===== config.mk =====
export PLATFORM = sky130hd
export DESIGN_NAME = mix_gain_stage
export DESIGN_NICKNAME = d
export VERILOG_FILES = /design/src/rtl/mgs_pkg.sv /design/src/rtl/mgs_coef_lut.sv /design/src/rtl/mgs_scaler.sv /design/src/rtl/mgs_zc_watch.sv /design/src/rtl/mgs_sequencer.sv /design/src/rtl/mix_gain_stage.sv
export SDC_FILE = /design/constraint.sdc
export NUM_CORES = 1
export LEC_CHECK = 0
export BUFFER_PORTS_ARGS = -buffer_cell sky130_fd_sc_hd__buf_2
export CAP_MARGIN = 30
export CORE_MARGIN = 2
export CORE_UTILIZATION = 50
export CTS_CLUSTER_DIAMETER = 150
export DETAILED_ROUTE_END_ITERATION = 8
export PLACE_DENSITY = 0.65
export SYNTH_ARGS = -nofsm -noshare
export SYNTH_HDL_FRONTEND = slang
export SYNTH_SLANG_ARGS = --single-unit

===== constraint.sdc =====
create_clock -name clk -period 11.1 [get_ports clk]
set_clock_uncertainty 0.2 [all_clocks]
set_input_delay 1.665 -clock clk [delete_from_list [all_inputs] [get_ports clk]]
set_output_delay 1.665 -clock clk [all_outputs]
set_load 0.05 [all_outputs]

===== src/rtl/mgs_pkg.sv =====
package mgs_pkg;
  localparam int CODE_W        = 7;
  localparam int LVL_W         = CODE_W + 1;
  localparam int COEF_W        = 16;
  localparam int COEF_FRAC     = 14;
  localparam int STEPS_PER_OCT = 12;
  localparam int CODE_OFFSET   = 103;

  typedef enum logic [1:0] {
    MODE_NOW     = 2'b00,
    MODE_ZC      = 2'b01,
    MODE_RAMP    = 2'b10,
    MODE_RAMP_ZC = 2'b11
  } seq_mode_e;

  // mantissa for one half-dB position inside a 6 dB octave, Q3.14
  function automatic logic [COEF_W:0] oct_mant(input logic [3:0] r);
    logic [COEF_W:0] m;
    case (r)
      4'd0:    m = 17'd65536;
      4'd1:    m = 17'd61870;
      4'd2:    m = 17'd58409;
      4'd3:    m = 17'd55142;
      4'd4:    m = 17'd52057;
      4'd5:    m = 17'd49145;
      4'd6:    m = 17'd46396;
      4'd7:    m = 17'd43801;
      4'd8:    m = 17'd41350;
      4'd9:    m = 17'd39037;
      4'd10:   m = 17'd36854;
      4'd11:   m = 17'd34792;
      default: m = '0;
    endcase
    return m;
  endfunction
endpackage


===== src/rtl/mgs_coef_lut.sv =====
module mgs_coef_lut
  import mgs_pkg::*;
(
  input  logic [LVL_W-1:0]  lvl,
  output logic [COEF_W-1:0] coef
);
  logic [CODE_W-1:0] atten;
  logic [3:0]        oct;
  logic [3:0]        pos;
  logic [COEF_W:0]   shifted;

  always_comb begin
    // level 0 is mute; levels 1..128 map to index 0..127
    atten   = ~(lvl[CODE_W-1:0] - CODE_W'(1));
    oct     = 4'(atten / CODE_W'(STEPS_PER_OCT));
    pos     = 4'(atten % CODE_W'(STEPS_PER_OCT));
    shifted = oct_mant(pos) >> oct;
    if (lvl == '0)
      coef = '0;
    else if (shifted[COEF_W])
      coef = '1;
    else
      coef = shifted[COEF_W-1:0];
  end
endmodule


===== src/rtl/mgs_scaler.sv =====
module mgs_scaler
  import mgs_pkg::*;
#(
  parameter int DATA_W = 16
) (
  input  logic              clk,
  input  logic              rst_n,
  input  logic              in_valid,
  output logic              in_ready,
  input  logic [DATA_W-1:0] in_data,
  input  logic [COEF_W-1:0] coef,
  output logic              out_valid,
  input  logic              out_ready,
  output logic [DATA_W-1:0] out_data
);
  localparam int PROD_W = DATA_W + COEF_W + 1;
  localparam int SUM_W  = PROD_W + 1;
  localparam logic signed [SUM_W-1:0] HALF   = SUM_W'(1) << (COEF_FRAC - 1);
  localparam logic signed [SUM_W-1:0] SAT_HI = SUM_W'((longint'(1) << (DATA_W - 1)) - 1);
  localparam logic signed [SUM_W-1:0] SAT_LO = -SAT_HI - SUM_W'(1);

  logic signed [PROD_W-1:0] prod;
  logic signed [SUM_W-1:0]  rounded;
  logic signed [SUM_W-1:0]  scaled;
  logic        [DATA_W-1:0] clipped;
  logic                     fire;

  assign in_ready = !out_valid || out_ready;
  assign fire     = in_valid && in_ready;

  always_comb begin
    prod    = $signed(in_data) * $signed({1'b0, coef});
    rounded = SUM_W'(prod) + HALF;
    scaled  = rounded >>> COEF_FRAC;
    if (scaled > SAT_HI)
      clipped = DATA_W'(SAT_HI);
    else if (scaled < SAT_LO)
      clipped = DATA_W'(SAT_LO);
    else
      clipped = DATA_W'(scaled);
  end

  always_ff @(posedge clk) begin
    if (!rst_n) begin
      out_valid <= 1'b0;
      out_data  <= '0;
    end else if (fire) begin
      out_valid <= 1'b1;
      out_data  <= clipped;
    end else if (out_ready) begin
      out_valid <= 1'b0;
    end
  end
endmodule


===== src/rtl/mgs_zc_watch.sv =====
module mgs_zc_watch #(
  parameter int TIMEOUT = 1024
) (
  input  logic clk,
  input  logic rst_n,
  input  logic fire,
  input  logic sign,
  input  logic tick,
  input  logic waiting,
  input  logic step,
  output logic zc,
  output logic tmo
);
  localparam int CNT_W = $clog2(TIMEOUT + 1);

  logic             prev_sign;
  logic [CNT_W-1:0] wait_cnt;

  assign zc  = fire && (sign != prev_sign);
  assign tmo = waiting && tick && (wait_cnt == CNT_W'(TIMEOUT - 1));

  always_ff @(posedge clk) begin
    if (!rst_n) begin
      prev_sign <= 1'b0;
      wait_cnt  <= '0;
    end else begin
      if (fire)
        prev_sign <= sign;
      if (!waiting || step)
        wait_cnt <= '0;
      else if (tick)
        wait_cnt <= wait_cnt + CNT_W'(1);
    end
  end
endmodule


===== src/rtl/mgs_sequencer.sv =====
module mgs_sequencer
  import mgs_pkg::*;
(
  input  logic             clk,
  input  logic             rst_n,
  input  seq_mode_e        mode,
  input  logic [LVL_W-1:0] tgt,
  input  logic             tick,
  input  logic             zc,
  input  logic             tmo,
  output logic [LVL_W-1:0] cur,
  output logic             step,
  output logic             waiting,
  output logic             done
);
  logic at_tgt, jump, nudge, armed;

  always_comb begin
    at_tgt = (cur == tgt);
    jump   = 1'b0;
    nudge  = 1'b0;
    case (mode)
      MODE_NOW:     jump  = !at_tgt;
      MODE_ZC:      jump  = !at_tgt && (zc || tmo);
      MODE_RAMP:    nudge = !at_tgt && tick;
      MODE_RAMP_ZC: nudge = !at_tgt && (armed || tick) && (zc || tmo);
      default:      ;
    endcase
  end

  assign step    = jump || nudge;
  assign waiting = mode[0] && !at_tgt;
  assign done    = at_tgt;

  always_ff @(posedge clk) begin
    if (!rst_n) begin
      cur   <= '0;
      armed <= 1'b0;
    end else begin
      if (jump)
        cur <= tgt;
      else if (nudge)
        cur <= (tgt > cur) ? cur + LVL_W'(1) : cur - LVL_W'(1);
      if (at_tgt || nudge)
        armed <= 1'b0;
      else if (tick)
        armed <= 1'b1;
    end
  end
endmodule


===== src/rtl/mix_gain_stage.sv =====
module mix_gain_stage
  import mgs_pkg::*;
#(
  parameter int DATA_W     = 16,
  parameter int ZC_TIMEOUT = 1024
) (
  input  logic              clk,
  input  logic              rst_n,
  input  logic              s_valid,
  output logic              s_ready,
  input  logic [DATA_W-1:0] s_data,
  output logic              m_valid,
  input  logic              m_ready,
  output logic [DATA_W-1:0] m_data,
  input  logic              fs_tick,
  input  logic              proc_en,
  input  logic [1:0]        cfg_mode,
  input  logic [CODE_W-1:0] cfg_gain,
  input  logic              cfg_mute,
  output logic              ramp_done
);
  logic [CODE_W-1:0] gain_q;
  logic              mute_q;
  seq_mode_e         mode_q;
  logic [CODE_W-1:0] gain_idx;
  logic [LVL_W-1:0]  tgt_e;
  logic [LVL_W-1:0]  cur_e;
  logic [COEF_W-1:0] coef;
  logic              fire, zc, tmo, step, waiting;

  always_ff @(posedge clk) begin
    if (!rst_n) begin
      gain_q <= '0;
      mute_q <= 1'b1;
      mode_q <= MODE_NOW;
    end else if (proc_en) begin
      gain_q <= cfg_gain;
      mute_q <= cfg_mute;
      mode_q <= seq_mode_e'(cfg_mode);
    end
  end

  assign gain_idx = gain_q + CODE_W'(CODE_OFFSET);
  assign tgt_e    = mute_q ? '0 : LVL_W'(gain_idx) + LVL_W'(1);
  assign fire     = s_valid && s_ready;

  mgs_zc_watch #(.TIMEOUT(ZC_TIMEOUT)) u_zc (
    .clk(clk), .rst_n(rst_n), .fire(fire), .sign(s_data[DATA_W-1]),
    .tick(fs_tick), .waiting(waiting), .step(step), .zc(zc), .tmo(tmo)
  );

  mgs_sequencer u_seq (
    .clk(clk), .rst_n(rst_n), .mode(mode_q), .tgt(tgt_e), .tick(fs_tick),
    .zc(zc), .tmo(tmo), .cur(cur_e), .step(step), .waiting(waiting),
    .done(ramp_done)
  );

  mgs_coef_lut u_lut (.lvl(cur_e), .coef(coef));

  mgs_scaler #(.DATA_W(DATA_W)) u_scl (
    .clk(clk), .rst_n(rst_n), .in_valid(s_valid), .in_ready(s_ready),
    .in_data(s_data), .coef(coef), .out_valid(m_valid),
    .out_ready(m_ready), .out_data(m_data)
  );
endmodule


==> results of run 1 <==
[synth_stat cells, types with 18 or more instances]
cell        n  area [um^2]
a21o_1     18          135
a21oi_1    63          315
and2_1    139          870
clkbuf_1   65          244
dfxtp_1    48          961
fa_1      195         3900
ha_1      144         1800
inv_1     258          968
mux2i_1    20          200
nand2_1   184          691
nand2b_1   32          200
nand3_1    29          145
nor2_1     92          345
nor2b_1    25          156
nor3_1     35          175
o21ai_0    62          310
xnor2_1    20          175
xor2_1     24          210
[cell families (layout without fill, tap and decap cells)]
family | count (synthesis) | after routing | synth area share, %
AOI/OAI and AO/OA | 309 | 309 | 15.7
xor gates and xnor gates | 46 | 46 | 2.95
adders and majority gates | 339 | 339 | 40.3
buffers and inverters | 347 | 471 | 9.68
DFF | 48 | 48 | 6.79
muxes | 24 | 24 | 1.81
and+or+nand+nor | 619 | 619 | 22.8
[registers in the layout (all words and copies together) (netlist names), 2 cells and up]
name and count:
u_seq.cur 8, u_zc.wait_cnt 11, mode_q 2, u_scl.out_data 16, gain_q 7
[worst max-delay path: cells and delay by family, from the launching register on]
family	cells	cell delay (ns)
muxes	1	0.23
DFF	1	0.33
buffers and inverters	12	1.45
AOI/OAI and AO/OA	10	1.81
adders and majority gates	9	3.71
and+or+nand+nor	14	2.71
xor gates and xnor gates	1	0.15
[worst paths after layout]
kind                          start                end  slack, ns  cells after the start
setup reg to reg       u_seq.cur[0]  u_scl.out_data[6]       0.40                     47
hold reg to reg   u_zc.wait_cnt[10]  u_zc.wait_cnt[10]       0.26                      2
hold / removal    u_zc.wait_cnt[10]  u_zc.wait_cnt[10]       0.26                      2
setup / recovery       u_seq.cur[0]  u_scl.out_data[6]       0.40                     47
[area by class of cell]
type / count / area [um^2]
multi-input cells: 1337 / 12300
well taps: 378 / 473
fillers: 2590 / 11300
clock buffers: 5 / 125
repair buffers: 203 / 1570
flip-flops and latches: 48 / 968
clock inverters: 3 / 68.8
inverters: 260 / 980
[per-stage QoR]
step	hold WS, ns	setup TNS, ns	util (%)	cell area (um^2)	instances
6_report	0.256	0	59.3	16500	2234
3_5_place_dp	0.247	-2.06	55.7	15500	2192
4_1_cts	0.257	0	56.5	15700	2201
2_1_floorplan	0.230	0	-	14200	1732
3_3_place_gp	0.238	-0.218	55.7	15500	2192
5_1_grt	0.268	-1.31	59.3	16500	2234
[cells in the final DEF (no fill, tap or decap), types with 13 or more instances in the layout]
master	instances
a21o_1	17
a21oi_1	51
and2_1	137
and3_1	15
buf_2	51
buf_4	132
dfxtp_1	44
fa_1	195
ha_1	140
inv_1	256
mux2i_1	19
nand2_1	179
nand2b_1	32
nand3_1	27
nor2_1	87
nor2b_1	24
nor3_1	31
o21a_1	13
o21ai_0	53
o22ai_2	15
xnor2_1	18
xor2_1	24
[repair_timing]
item | in CTS | in global routing
buffers inserted | 1 | 29
endpoints found under the setup margin | 14 | 16
cloned | 0 | 4
gates resized for setup | 1 | 120
pin swaps | 1 | 56
[per-layer routing]
| layer | up-vias | track usage, % | wire length [um] |
|---|---|---|---|
| met3 | 85 | 2.86 | 2170 |
| met4 | 0 | 7.12 | 1120 |
| met5 | - | 0 | 0 |
| met2 | 432 | 45.7 | 19200 |
| met1 | 6363 | 38.7 | 17800 |
| li1 | 5960 | - | - |
==> results_dict.tcl, run 1 <==
set metrics [dict create \
    status "completed" \
    synthCells 1732 \
    wl_um 40200 \
    area_growth_pct 16.8 \
    hold_path_class "flop to flop" \
    grt_pass1_wl_um 65400 \
    place_hpwl_um 31500 \
    dieArea_mm2 0.0297 \
    slew_headroom_pct 30.7 \
    clock_sinks 48 \
    synth_nets 2103 \
    cts_hold_buf 0 \
    dr.pass1.iters 5 \
    htree_levels 2 \
    grt_pass1_vias 12701 \
    period_minus_slack_ns 10.70 \
    setup_viol 0 \
    async_flop_share_pct 0 \
    place_congestion 1.01 \
    start_util_pct 50.8 \
    wire_per_inst_um 18.0 \
    cp_slowest_stage_delay_ns 0.55 \
    clkSlewWorstSetupHoldPaths_ns 0.07 \
    synth_edf_count 0 \
    hold_viol_final 0 \
    dieHeight_um 172 \
    place_ws_ns -0.169 \
    tightest_slew_ns 1.03 \
    syn_area_mm2 0.0142 \
    maxCapViolCount 0 \
    grt_usage_pct 27.6 \
    grt_remaining_overflow 0 \
    antenna-diode-count 0 \
    cts_tree "built" \
    maxSlewViolCount 0 \
    clock.fmax_mhz 93.4 \
    synth_cell_types 97 \
    clkLatencyLatePin_ns 0.29 \
    ys.flop_type "dfxtp_1" \
    boundaryPins 51 \
    crit_top_cell "fa_1" \
    slowest_stage "fa_1" \
    yosys_warnings 0 \
    remaining_drc_errors 0 \
    first_iter_violations 958 \
    cts-root-buf "clkbuf_16" \
    critPathCaptureType "flop" \
    grt_max_degree 40 \
    vias 12840 \
    ys_seq_elements 48 \
    min_period_over_period_pct 96.4 \
    synth_area_per_cell_um2 8.17 \
    crit_required_ns 11.07 \
    critPathLaunchType "flop" \
    portBuffers 50 \
    cts_buffer_depth 2 \
    worstPathMaxFanout 10 \
    die_x_um 172 \
    ant_nets 0 \
    final_layout_size_suffix_gt1_share_pct 19.0 \
    yosysSeqAreaShare_pct 6.79 \
    coreArea_mm2 0.0279 \
    arrival_ns 10.67 \
    crit_type "flop to flop" \
    via_per_inst 5.75 \
    rows 61 \
    nNetsFinal 2226 \
    antenna_found_initial 1 \
    cts-buffers-inserted 5 \
    setup_slack_ns 0.398 \
]
Power of run 1 is left out: the tool's default activity adds up to more than one toggle a clock period on the data nets, which glitch-free logic cannot reach.
==> run 2: changes to the inputs <==
--- a/config.mk
+++ b/config.mk
@@ -7,6 +7,7 @@
 export LEC_CHECK = 0
 export BUFFER_PORTS_ARGS = -buffer_cell sky130_fd_sc_hd__buf_2
 export CAP_MARGIN = 30
+export CORE_ASPECT_RATIO = 0.7
 export CORE_MARGIN = 2
 export CORE_UTILIZATION = 50
 export CTS_CLUSTER_DIAMETER = 150
==> run 2 against run 1 <==
Via count decreased by 2.0%. Wire length decreased by 2.3%. Worst setup slack better by 0.031 ns. Worst hold slack better by 0.0019 ns. Register-to-register slack improved by 0.03 ns. Highest routed layer unchanged. Cell count fell by 1.5%.
==> results_dict.tcl, run 2 (synthesized netlist as in run 1, its figures left out) <==
set metrics [dict create \
    cts_hold_buf 0 \
    crit_required_ns 11.11 \
    place_inst 2176 \
    crit_type "flop to flop" \
    final_layout_size_suffix_gt1_share_pct 15.7 \
    grt_use_met3_pct 4.28 \
    worst_hold_slack_ns 0.258 \
    ant_nets 0 \
    hold_viol_final 0 \
    critPathCaptureType "flop" \
    antenna-diode-count 0 \
    vias 12580 \
    remaining_drc_errors 0 \
    dieHeight_um 145 \
    grt.met1_usage_pct 41.2 \
    cp_slowest_stage_delay_ns 0.55 \
    grt_util_met2_pct 41.5 \
    worstPathMaxFanout 16 \
    rows 51 \
    wire_per_inst_um 17.9 \
    holdPathStages 2 \
    clkLatencyLatePin_ns 0.29 \
    maxCapViolCount 0 \
    r2r_slack_ns 0.43 \
    first_iter_violations 907 \
    critPathLaunchType "flop" \
    start_util_pct 50.9 \
    arrival_ns 10.68 \
    place_hpwl_um 32000 \
    grt_usage_pct 27.1 \
    dieArea_mm2 0.0297 \
    slowest_stage "fa_1" \
    clock_sinks 48 \
    grt.busiest_layer "met2" \
    reg2reg_from "u_seq.cur[1]" \
    min-delay-start "u_zc.wait_cnt[10]" \
    final_area_mm2 0.0160 \
    period_minus_slack_ns 10.67 \
    most-common-layout-cells "257 x inv_1, 195 x fa_1, 184 x nand2_1" \
    grt_max_degree 40 \
    hold_path_class "flop to flop" \
    area_growth_pct 12.7 \
    cts-buffers-inserted 5 \
    grt_pass1_wl_um 64600 \
    largest_reg_flops 16 \
    fin_util_pct 57.3 \
    holdPathEnd "u_zc.wait_cnt[10]" \
    cts-root-buf "clkbuf_16" \
    tightest_slew_ns 0.874 \
    antenna_found_initial 0 \
    largest_registers "u_scl.out_data x16, u_zc.wait_cnt x11, u_seq.cur x8" \
    grt_remaining_overflow 0 \
    cts_buffer_depth 2 \
    coreArea_mm2 0.0278 \
    stdcell_count 2200 \
    slew_headroom_pct 40.2 \
    r2r_end "u_scl.out_data[0]" \
    cts_tree "built" \
    place_congestion 0.989 \
    boundaryPins 51 \
    htree_levels 2 \
    placed_cell_area_mm2 0.0155 \
    grt_pass1_vias 12384 \
    nNetsFinal 2199 \
    worstSetupStartpoint "u_seq.cur[1]" \
    dr.pass1.iters 5 \
    min_period_over_period_pct 96.1 \
    status "completed" \
    clkSlewWorstSetupHoldPaths_ns 0.06 \
    wl_um 39300 \
    setup_viol 0 \
    fillers 2619 \
    portBuffers 50 \
    die_x_um 205 \
    regMostFlops "u_scl.out_data" \
    via_per_inst 5.72 \
    maxSlewViolCount 0 \
    r2r_cells 49 \
    final_common_cell "inv_1" \
    clock.fmax_mhz 93.7 \
]
==> run 2: cell types whose count changed in the layout (fill, tap and decap cells not counted), moves of 4 or more <==
cell,previous run,this run
and3_1,15,11
buf_4,132,113
buf_6,10,5
dfxtp_1,44,48
nand2_1,179,184
nor2_1,87,91
o21ai_0,53,58
o21ai_1,8,4
o22ai_1,7,11
o22ai_2,15,11
==> run 2: layout make-up <==
cell class | instances | area (um^2) | share of cell area (%)
sequential | 48 | 961 | 6.02
multi-input combinational | 1337 | 12100 | 75.8
clock inverter | 2 | 38.8 | 0.243
clock buffer | 6 | 139 | 0.871
inverter | 260 | 980 | 6.14
timing repair buffer | 176 | 1280 | 8.06
tap | 371 | 464 | 2.91
==> run 2: repair_timing <==
action                     4_1_cts  5_1_grt
setup endpoints to repair       13       16
cloned                           0        1
hold endpoints to repair         0        0
gates resized for setup          0       56
pin swaps                        1       15
setup buffers                    2       12
==> run 2: metal layers <==
layer	wire length (um)	vias up
li1	-	5901
met1	19300	6249
met2	17100	394
met3	2660	36
met4	356	0
met5	0	-
==> run 2: metrics by stage <==
stage | setup WS, ns | TNS, ns
floorplan | 0.0211 | 0
global placement | 0.0630 | 0
finish | 0.429 | 0
CTS | 0.104 | 0
detailed placement | -0.0716 | -0.617
global route | -0.0417 | -0.376
==> run 2: critical path, delay by kind of cell, from the launching register on <==
| family | cells | cell delay, ns |
|---|---|---|
| AO/OA/AOI/OAI | 16 | 2.45 |
| multiplexers | 1 | 0.20 |
| adder cells (fa/ha/maj) | 9 | 3.71 |
| AND/OR/NAND/NOR | 13 | 2.70 |
| buffers and inverters | 10 | 1.00 |
| flip-flops | 1 | 0.31 |
==> run 2: worst max-delay path by stage <==
stage,end,cells past startpoint
final,u_scl.out_data[0],49
after global routing,u_scl.out_data[3],49
after CTS,u_scl.out_data[0],47
after detailed placement,u_scl.out_data[2],41
after global placement,u_scl.out_data[1],48
after floorplan,u_scl.out_data[7],55
Power of run 2 is left out for the same reason.
